<file path="src/rtl/cinv_pkg.sv">
package cinv_pkg;

    localparam int CINV_LW  = 5;
    localparam int CINV_AW  = 32;
    localparam int CINV_SW  = 3;
    localparam int CINV_SHW = $clog2(CINV_LW + 2);

    typedef enum logic [1:0] {
        LEN_LEGAL    = 2'd0,
        LEN_INFINITE = 2'd1,
        LEN_RESERVED = 2'd2
    } len_kind_e;

    typedef struct packed {
        logic                en;
        logic                inf;
        logic [CINV_SHW-1:0] shift;
    } cinv_cfg_t;

    localparam cinv_cfg_t CINV_CFG_RESET = '{en: 1'b0, inf: 1'b1, shift: CINV_SHW'(2)};

    function automatic len_kind_e classify(input logic [CINV_LW-1:0] units);
        len_kind_e k;
        if (units == '0)
            k = LEN_INFINITE;
        else if ((units & (units - CINV_LW'(1))) == '0)
            k = LEN_LEGAL;
        else
            k = LEN_RESERVED;
        return k;
    endfunction

    function automatic logic [CINV_SHW-1:0] shift_of(input logic [CINV_LW-1:0] units);
        logic [CINV_SHW-1:0] sh;
        sh = CINV_SHW'(2);
        if (classify(units) == LEN_LEGAL) begin
            for (int i = 0; i < CINV_LW; i++) begin
                if (units[i]) sh = CINV_SHW'(i + 2);
            end
        end
        return sh;
    endfunction

    function automatic cinv_cfg_t decode(input logic en, input logic [CINV_LW-1:0] units);
        cinv_cfg_t c;
        c.en    = en;
        c.inf   = (classify(units) != LEN_LEGAL);
        c.shift = shift_of(units);
        return c;
    endfunction

endpackage

</file>
<file path="src/rtl/cinv_cfg_sampler.sv">
module cinv_cfg_sampler
    import cinv_pkg::*;
#(
    parameter int LW = CINV_LW
) (
    input  logic          clk,
    input  logic          rst,
    input  logic          start,
    input  logic          cfg_enable,
    input  logic [LW-1:0] cfg_line_units,
    output cinv_cfg_t     eff,
    output logic          err
);

    cinv_cfg_t live;
    cinv_cfg_t held_q;
    logic      err_q;

    always_comb begin
        live = decode(cfg_enable, CINV_LW'(cfg_line_units));
        eff  = start ? live : held_q;
    end

    always_ff @(posedge clk) begin
        if (rst) begin
            held_q <= CINV_CFG_RESET;
            err_q  <= 1'b0;
        end else if (start) begin
            held_q <= live;
            if (cfg_enable && classify(CINV_LW'(cfg_line_units)) == LEN_RESERVED)
                err_q <= 1'b1;
        end
    end

    assign err = err_q;

    AST_ERR_STICKY: assert property (@(posedge clk) disable iff (rst)
        err_q |=> err_q);

    AST_CFG_FROZEN: assert property (@(posedge clk) disable iff (rst)
        (!start && !$past(rst)) |-> (eff == $past(eff)));

endmodule

</file>
<file path="src/rtl/cinv_line_tracker.sv">
module cinv_line_tracker
    import cinv_pkg::*;
#(
    parameter int AW = CINV_AW,
    parameter int SW = CINV_SW
) (
    input  logic          clk,
    input  logic          rst,
    input  logic          owned,
    input  logic          valid,
    input  logic          write,
    input  logic [AW-1:0] addr,
    input  logic [SW-1:0] bytes,
    input  cinv_cfg_t     eff,
    input  logic [AW-1:0] off_mask,
    output logic          fire
);

    logic          fresh_q;
    logic [AW-1:0] last_q;
    logic [AW-1:0] span;
    logic [AW-1:0] head;
    logic [AW-1:0] tail;
    logic          beat;
    logic          new_line;

    always_comb begin
        span     = (bytes == '0) ? '0 : (AW'(bytes) - AW'(1));
        head     = addr & ~off_mask;
        tail     = (addr + span) & ~off_mask;
        beat     = owned && valid && write && eff.en;
        new_line = (head != last_q) || (tail != head);
        fire     = beat && (fresh_q || (!eff.inf && new_line));
    end

    always_ff @(posedge clk) begin
        if (rst) begin
            fresh_q <= 1'b1;
            last_q  <= '0;
        end else if (!owned) begin
            fresh_q <= 1'b1;
        end else if (beat) begin
            fresh_q <= 1'b0;
            last_q  <= tail;
        end
    end

    AST_INF_SINGLE: assert property (@(posedge clk) disable iff (rst)
        (eff.inf && !fresh_q) |-> !fire);

    AST_REGRANT_FRESH: assert property (@(posedge clk) disable iff (rst)
        !$past(owned) |-> fresh_q);

endmodule

</file>
<file path="src/rtl/cinv_hold_mask.sv">
module cinv_hold_mask
    import cinv_pkg::*;
#(
    parameter int AW  = CINV_AW,
    parameter int SHW = CINV_SHW
) (
    input  logic [SHW-1:0] shift,
    output logic [AW-1:0]  mask
);

    for (genvar g = 0; g < AW; g++) begin : g_bit
        assign mask[g] = (g >= int'(shift));
    end

endmodule

</file>
<file path="src/rtl/cinv_strobe_gen.sv">
module cinv_strobe_gen
    import cinv_pkg::*;
#(
    parameter int AW = CINV_AW,
    parameter int LW = CINV_LW,
    parameter int SW = CINV_SW
) (
    input  logic          clk,
    input  logic          rst,
    input  logic          cfg_enable,
    input  logic [LW-1:0] cfg_line_units,
    input  logic          bus_owned,
    input  logic          xfer_valid,
    input  logic          xfer_write,
    input  logic [AW-1:0] xfer_addr,
    input  logic [SW-1:0] xfer_bytes,
    output logic          inv_strobe,
    output logic [AW-1:0] hold_mask,
    output logic          cfg_error
);

    logic      own_q;
    logic      start;
    cinv_cfg_t eff;
    logic      fire;
    logic      strobe_q;

    assign start = bus_owned && !own_q;

    always_ff @(posedge clk) begin
        if (rst) begin
            own_q    <= 1'b0;
            strobe_q <= 1'b0;
        end else begin
            own_q    <= bus_owned;
            strobe_q <= fire;
        end
    end

    cinv_cfg_sampler #(.LW(LW)) u_cfg (
        .clk            (clk),
        .rst            (rst),
        .start          (start),
        .cfg_enable     (cfg_enable),
        .cfg_line_units (cfg_line_units),
        .eff            (eff),
        .err            (cfg_error)
    );

    cinv_hold_mask #(.AW(AW), .SHW(CINV_SHW)) u_mask (
        .shift (eff.shift),
        .mask  (hold_mask)
    );

    cinv_line_tracker #(.AW(AW), .SW(SW)) u_track (
        .clk      (clk),
        .rst      (rst),
        .owned    (bus_owned),
        .valid    (xfer_valid),
        .write    (xfer_write),
        .addr     (xfer_addr),
        .bytes    (xfer_bytes),
        .eff      (eff),
        .off_mask (~hold_mask),
        .fire     (fire)
    );

    assign inv_strobe = strobe_q;

    AST_STROBE_FROM_WRITE: assert property (@(posedge clk) disable iff (rst)
        inv_strobe |-> $past(bus_owned && xfer_valid && xfer_write));

    AST_STROBE_ENABLED: assert property (@(posedge clk) disable iff (rst)
        inv_strobe |-> $past(eff.en));

    AST_MASK_SHAPE: assert property (@(posedge clk) disable iff (rst)
        ($countones(hold_mask ^ (hold_mask << 1)) == 1) && (hold_mask[1:0] == 2'b00));

endmodule

</file>
<file path="config.mk">
export PLATFORM = sky130hd
export DESIGN_NAME = cinv_strobe_gen
export DESIGN_NICKNAME = d
export VERILOG_FILES = /design/src/rtl/cinv_pkg.sv /design/src/rtl/cinv_cfg_sampler.sv /design/src/rtl/cinv_line_tracker.sv /design/src/rtl/cinv_hold_mask.sv /design/src/rtl/cinv_strobe_gen.sv
export SDC_FILE = /design/constraint.sdc
export NUM_CORES = 1
export LEC_CHECK = 0
export BUFFER_PORTS_ARGS = -buffer_cell sky130_fd_sc_hd__buf_2
export CORE_ASPECT_RATIO = 1.1
export CORE_MARGIN = 4
export CORE_UTILIZATION = 54
export DETAILED_ROUTE_END_ITERATION = 8
export HOLD_SLACK_MARGIN = 0.03
export PLACE_DENSITY = 0.78
export SLEW_MARGIN = 20
export SYNTH_ARGS = -nofsm -noshare
export SYNTH_HDL_FRONTEND = slang
export SYNTH_SLANG_ARGS = --single-unit
</file>
<file path="constraint.sdc">
create_clock -name clk -period 2.9 [get_ports clk]
set_input_delay 0.29 -clock clk [delete_from_list [all_inputs] [get_ports clk]]
set_output_delay 0.29 -clock clk [all_outputs]
set_load 0.05 [all_outputs]
</file>
==> reports/qor_table.md, run 1 <==
| Item | Reported |
| --- | --- |
| Result of the run | finished, final reports clean |
| Final worst path period need | 2.607 ns |
| Clock transition time at the flip-flop clock pins of the worst setup and hold paths | 0.09 ns |
| Number of buffers on the longest clock path | 2 |
| Worst min-delay path category | in2reg |
| Critical path arrival | 2.32 ns |
| Number of buffers added by the clock tree synthesis step | 5 |
| Detailed-route wire length per cell | 14.73 um |
| Syn Inst Count | 404 |
| Power density over the cells | 416.7 nW/um^2 |
| Diode count | 0 |
| Hold slack | 0.2711 ns |
| Tcrit/Tclk final | 0.8991 |
| Initial core utilization | 0.5662 |
| Max Freq | 383.5 MHz |
| Largest cells by area after synthesis | dfxtp_1, xor2_1, xnor2_1 |
| Antenna violations before repair | 0 |
| Gr usage total | 0.2199 |
| Count of hold buffers inserted by post-cts repair | 0 |
| Synth Warn # | 0 |
| Maximum fanout along the worst path | 10 |
| Number of DRC violations after detailed-routing iteration 0 | 215 |
| Root buffer cell | clkbuf_8 |
| # clock sinks | 41 |
| Number of buffers inserted to repair setup after CTS | 0 |
| Seq cells post-synth | 41 |
| Leakage power summed over all cells | 1.351 nW |
| Vertical die dimension | 87.65 um |
| Die area | 7048 um^2 |
| Clk Latency, worst-skew pair | 0.30 ns |
| Post-synthesis sequential area ratio | 0.2636 |
| Worst slew slack as a fraction of its limit | 0.4796 |
| Data required time of the worst path | 2.61 ns |
| Area added between synthesis and finish | 10.29% |
| Core footprint | 5500 um^2 |
| Most frequent cells after synthesis | nor2_1, dfxtp_1, xor2_1, nand2_1, buf_4 |
| Post-placement cell area | 3318 um^2 |
| Startpoint-to-endpoint class of the critical path | reg2out |
| Routed wire length | 7673 um |
| Number of max-cap violations | 0 |
| First-pass iteration count of the detailed router | 6 |
| Number of nets with antenna violations after detailed routing | 0 |
| Number of distinct library cells after synthesis | 57 |
| Fraction of synthesized cell area taken by the top area cell type | 0.2636 |
| Layout Cell Area excl Fill | 3435 um^2 |
| Number of placed cells counting well taps | 513 |
| Fin. Hold Viols | 0 |
| CTS tree | built |
| Max Clock Skew | 0.008680 ns |
| Total number of H-tree levels | 2 |
| Estimated wirelength of the detail-placed design | 5706 um |
| Detail-routed via count per cell | 5.637 |
| Routability congestion estimate from global placement | 0.9134 |
| Most frequent cell after synthesis | nor2_1 |
| Number of nets in the final layout | 495 |
| Number of enable flip-flop cells after synthesis | 0 |
| Number of setup violations in the final report | 0 |
| Die Span X | 80.41 um |
| Fraction of layout instances using a drive strength above 1 | 0.1704 |
| Count of instances resized after the clock tree is built | 0 |
| Predominant post-synthesis flop cell | dfxtp_1 |
| Largest net degree at the start of global routing | 56 |
| Final count of pins violating max slew | 0 |
| Average size of a mapped cell | 7.709 um^2 |
| RSZ-0062 raised after global routing | no |
| Non-Filler Instances | 521 |
| # IOs | 80 |
| Cell accounting for the most synthesized area | dfxtp_1 |
| Port Buffers | 54 |
| Share of flip-flops with an asynchronous set or reset | 0 |
| VDD IR max | 0.2160 mV |
| Slew at the pin closest to its max-slew limit | 0.7806 ns |
| Mapped Area | 3114 um^2 |
| Via count of the first global-routing pass | 2703 |
| Global-route congestion overflow total | 0 |
| Number of cell rows | 28 |
| Number of remaining DRC errors | 0 |
| Critical Path End Type | primary output |
| Global-route wire length before repair | 12470 um |
| Vias | 2937 |
| Critical Path Start Type | register |
[metrics by stage]
stage	setup slack [ns]	total power [mW]	util	setup TNS (ns)
2_1_floorplan	0.2970	0.8821	-	0
3_3_place_gp	0.1090	0.9465	0.6033	0
3_5_place_dp	-0.005494	0.9529	0.6033	-0.005494
4_1_cts	0.2964	1.433	0.6244	0
5_1_grt	0.1009	1.497	0.6244	0
6_report	0.2926	1.431	0.6244	0
[worst max-delay path, cell delays in order, from the launching register on]
cell and delay, ns:
dfxtp_1 0.36, nand2b_1 0.28, or4_1 0.63, nand2_1 0.21, buf_4 0.22, nand2_1 0.10
buf_2 0.23
[layer usage]
metal,track usage,up-vias,routed length (um)
met5,0,-,0
met4,0.05991,0,105
met3,0.04321,11,505
met2,0.3810,107,3763
met1,0.2781,1347,3299
li1,-,1472,-
[cell type report]
| class | count | area (um^2) |
|---|---|---|
| fillers | 524 | 2066 |
| multi-input cells | 326 | 2054 |
| flip-flops and latches | 41 | 820.8 |
| repair buffers | 58 | 300.3 |
| well taps | 75 | 93.84 |
| clock buffers | 7 | 86.33 |
| inverters | 13 | 48.80 |
| clock inverters | 1 | 30.03 |
[report_power, final]
part | switching [mW] | internal [mW] | total [mW]
clock network | 0.205 | 0.281 | 0.486
registers | 0.0117 | 0.580 | 0.592
logic | 0.244 | 0.109 | 0.354
[path summary, 6_finish.rpt]
path                    from         endpoint  slack [ns]  cells past startpoint
max                    own_q     hold_mask[5]        0.29                      6
max reg2reg            own_q       inv_strobe        0.30                      6
min reg2reg  u_cfg.held_q[4]  u_cfg.held_q[4]        0.46                      2
min               cfg_enable  u_cfg.held_q[4]        0.27                      3
[flip-flops by register name, indices dropped and copies added (netlist names)]
register         cells
u_track.last_q      32
u_cfg.held_q         5
inv_strobe           1
own_q                1
u_cfg.err            1
u_track.fresh_q      1
[placed cells by master, fill, tap and decap left out, types with 2 or more instances in the layout]
cell type and count:
ha_1 3, a211oi_1 22, nor4b_1 2, nand4_1 6, nor3_1 12, mux2i_1 2
a21oi_1 15, or4_1 4, o2111ai_1 2, nand3_1 20, inv_1 13, clkbuf_8 6
buf_4 4, nand2_1 30, nand2b_1 4, a222oi_1 2, or3_1 9, and4_1 4
nor2_1 47, dfxtp_1 41, xnor2_1 22, nor2b_1 5, and3_1 3, a31oi_1 2
nor4_1 9, a32oi_1 2, a21o_1 5, conb_1 25, xor2_1 31, or2_2 3
o21ai_0 7, a21boi_0 2, buf_2 54, o211ai_1 2, a311oi_1 4
[cells by family after synthesis]
family,synth area share
adders and majority gates,0.01848
xor gates and xnor gates,0.1491
muxes,0.01004
buffers and inverters,0.1073
AOI/OAI and AO/OA,0.1776
and+or+nand+nor,0.2728
DFF,0.2636
other,0.001204
No activity file was read; power rests on OpenSTA's default activity.
==> run 2, diff against run 1 <==
--- a/config.mk
+++ b/config.mk
@@ -6,7 +6,6 @@
 export NUM_CORES = 1
 export LEC_CHECK = 0
 export BUFFER_PORTS_ARGS = -buffer_cell sky130_fd_sc_hd__buf_2
-export CORE_ASPECT_RATIO = 1.1
 export CORE_MARGIN = 4
 export CORE_UTILIZATION = 54
 export DETAILED_ROUTE_END_ITERATION = 8
==> reports/qor_table.md, run 2 (same netlist as run 1, synthesis figures left out) <==
| Item | Reported | vs previous |
| --- | --- | --- |
| Global-route wire length before repair | 12710 um | +1.9% |
| Routability congestion estimate from global placement | 0.9084 | -0.55% |
| Number of nets in the final layout | 498 | +0.61% |
| Total Negative Setup Slacks | 0 ns | unchanged |
| Vertical die dimension | 83.94 um | -4.2% |
| Critical Path End Type | register |  |
| Fraction of met1 tracks used by global routing | 0.2704 | -0.007659 |
| Largest net degree at the start of global routing | 56 | unchanged |
| Fraction of layout instances using a drive strength above 1 | 0.1782 | +0.007770 |
| First-pass iteration count of the detailed router | 7 | +1 |
| Vias | 2946 | +0.31% |
| # IOs | 80 | unchanged |
| Number of DRC violations after detailed-routing iteration 0 | 184 | -14% |
| Routed wire length | 7548 um | -1.6% |
| Leakage power summed over all cells | 1.364 nW | +0.99% |
| # clock sinks | 41 | unchanged |
| Global-route congestion overflow total | 0 | unchanged |
| Number of buffers inserted to repair setup after CTS | 0 | unchanged |
| Final count of pins violating max slew | 0 | unchanged |
| Clock transition time at the flip-flop clock pins of the worst setup and hold paths | 0.08 ns | about the same |
| Final worst path period need | 2.639 ns | +0.03197 ns |
| Startpoint-to-endpoint class of the critical path | reg2reg |  |
| List of cells traversed by the critical path | or4b_4, o32ai_4, nor2_2, or4_4, a2111oi_2, a31oi_1 |  |
| CTS tree | built |  |
| Data required time of the worst path | 3.07 ns | +0.46 ns |
| Detail-routed via count per cell | 5.655 | +0.31% |
| Maximum fanout along the worst path | 7 | -3 |
| Met2 routing resource usage after global routing | 0.3702 | -0.01081 |
| Max Clock Skew | 0.01001 ns | +0.001330 ns |
| Via count of the first global-routing pass | 2832 | +4.8% |
| Core footprint | 5540 um^2 | +0.73% |
| Register bank with the most flops | u_track.last_q |  |
| Clk Latency, worst-skew pair | 0.30 ns | about the same |
| Antenna violations before repair | 0 | unchanged |
| Total number of H-tree levels | 2 | unchanged |
| Die Span X | 83.94 um | +4.4% |
| Area added between synthesis and finish | 11.01% |  |
| Number of buffers on the longest clock path | 2 | unchanged |
| Number of nets with antenna violations after detailed routing | 0 | unchanged |
| Port Buffers | 54 | unchanged |
| Category of cells accounting for the largest share of critical-path delay | simple AND/OR/NAND/NOR gates |  |
| Estimated wirelength of the detail-placed design | 5750 um | +0.76% |
| Number of remaining DRC errors | 0 | unchanged |
| Number of flip-flops under the largest register name | 32 | unchanged |
| Top flop regs | u_track.last_q (32), u_cfg.held_q (5) |  |
| Commonest non-fill, non-tap cells in the layout | buf_2, nor2_1, dfxtp_1, xor2_1, nand2_1 |  |
| Count of hold buffers inserted by post-cts repair | 0 | unchanged |
| Die area | 7046 um^2 | about the same |
| Result of the run | finished, final reports clean |  |
| CP max stage cell | or4b_4 |  |
| Worst slew slack as a fraction of its limit | 0.4903 | +0.01067 |
| Slew at the pin closest to its max-slew limit | 0.7646 ns | -0.01601 ns |
| Number of max-cap violations | 0 | unchanged |
| Most crowded layer after global routing | met2 |  |
| Count of instances resized after the clock tree is built | 0 | unchanged |
| Worst min-delay path category | in2reg |  |
| Max Freq | 378.9 MHz | -1.2% |
| Power density over the cells | 417.4 nW/um^2 | +0.15% |
| Post-layout total power | 1.443 mW | +0.81% |
| Gr usage total | 0.2141 | -0.005788 |
| Diode count | 0 | unchanged |
| Number of buffers added by the clock tree synthesis step | 5 | unchanged |
| Number of setup violations in the final report | 0 | unchanged |
| Tcrit/Tclk final | 0.9101 | +0.01102 |
| Root buffer cell | clkbuf_8 |  |
| GR Util met3 | 0.03850 | -0.004710 |
| VDD IR max | 0.2049 mV | -5.1% |
| Max stage delay on crit path | 0.56 ns | -0.07 ns |
| Detailed-route wire length per cell | 14.49 um | -1.6% |
| Critical path arrival | 2.81 ns | +0.49 ns |
| Initial core utilization | 0.5621 | -0.004092 |
| RSZ-0062 raised after global routing | no |  |
| Critical Path Start Type | register |  |
| Leading cell type in the layout, fill and taps excluded | buf_2 |  |
| Worst path bufs/invs | 0 | -2 |
| Fin. Hold Viols | 0 | unchanged |
| Number of cell rows | 27 | -3.6% |
[run 2: cell count changes in the layout (fill, tap and decap cells not counted), sizes merged]
cell / change
buf: +3
clkbuf: -1
clkinvlp: +1
[run 2: final timing paths]
kind                   start         endpoint  slack [ns]  cells past startpoint
min               cfg_enable  u_cfg.held_q[4]        0.28                      3
max reg2reg            own_q       inv_strobe        0.26                      6
max                    own_q       inv_strobe        0.26                      6
min reg2reg  u_cfg.held_q[4]  u_cfg.held_q[4]        0.47                      2
[run 2: layer usage]
| layer | vias to the layer above | part of all wire |
|---|---|---|
| li1 | 1472 | - |
| met1 | 1358 | 0.42 |
| met2 | 104 | 0.49 |
| met3 | 12 | 0.071 |
| met4 | 0 | 0.015 |
| met5 | - | 0 |
[run 2: stage by stage]
stage	util	cells	setup WS, ns	instance area, um^2	hold WS [ns]
floorplan	-	428	0.2970	3209	0.3733
global placement	0.6023	513	0.1331	3337	0.4437
detailed placement	0.6023	513	0.03432	3337	0.4596
CTS	0.6240	521	0.2706	3457	0.2701
global route	0.6240	521	0.02102	3457	0.3043
finish	0.6240	521	0.2606	3457	0.2759
[run 2: area by class of cell]
class	count	area (um^2)
flip-flops and latches	41	820.8
fillers	536	2083
clock inverters	2	37.54
inverters	13	48.80
clock buffers	6	82.58
repair buffers	61	322.8
multi-input cells	326	2054
well taps	72	90.09
[run 2: report_power, final]
group	switching [mW]	internal, mW	total, mW
Combinational	0.242	0.112	0.354
Sequential	0.0115	0.580	0.592
Clock	0.217	0.280	0.497
Total	0.470	0.973	1.44
[run 2: worst reg2reg max path: cells and delay by family (launching register included)]
family	cells	cell delay, ns
compound gates	3	0.89
flops	1	0.36
simple gates	3	1.25
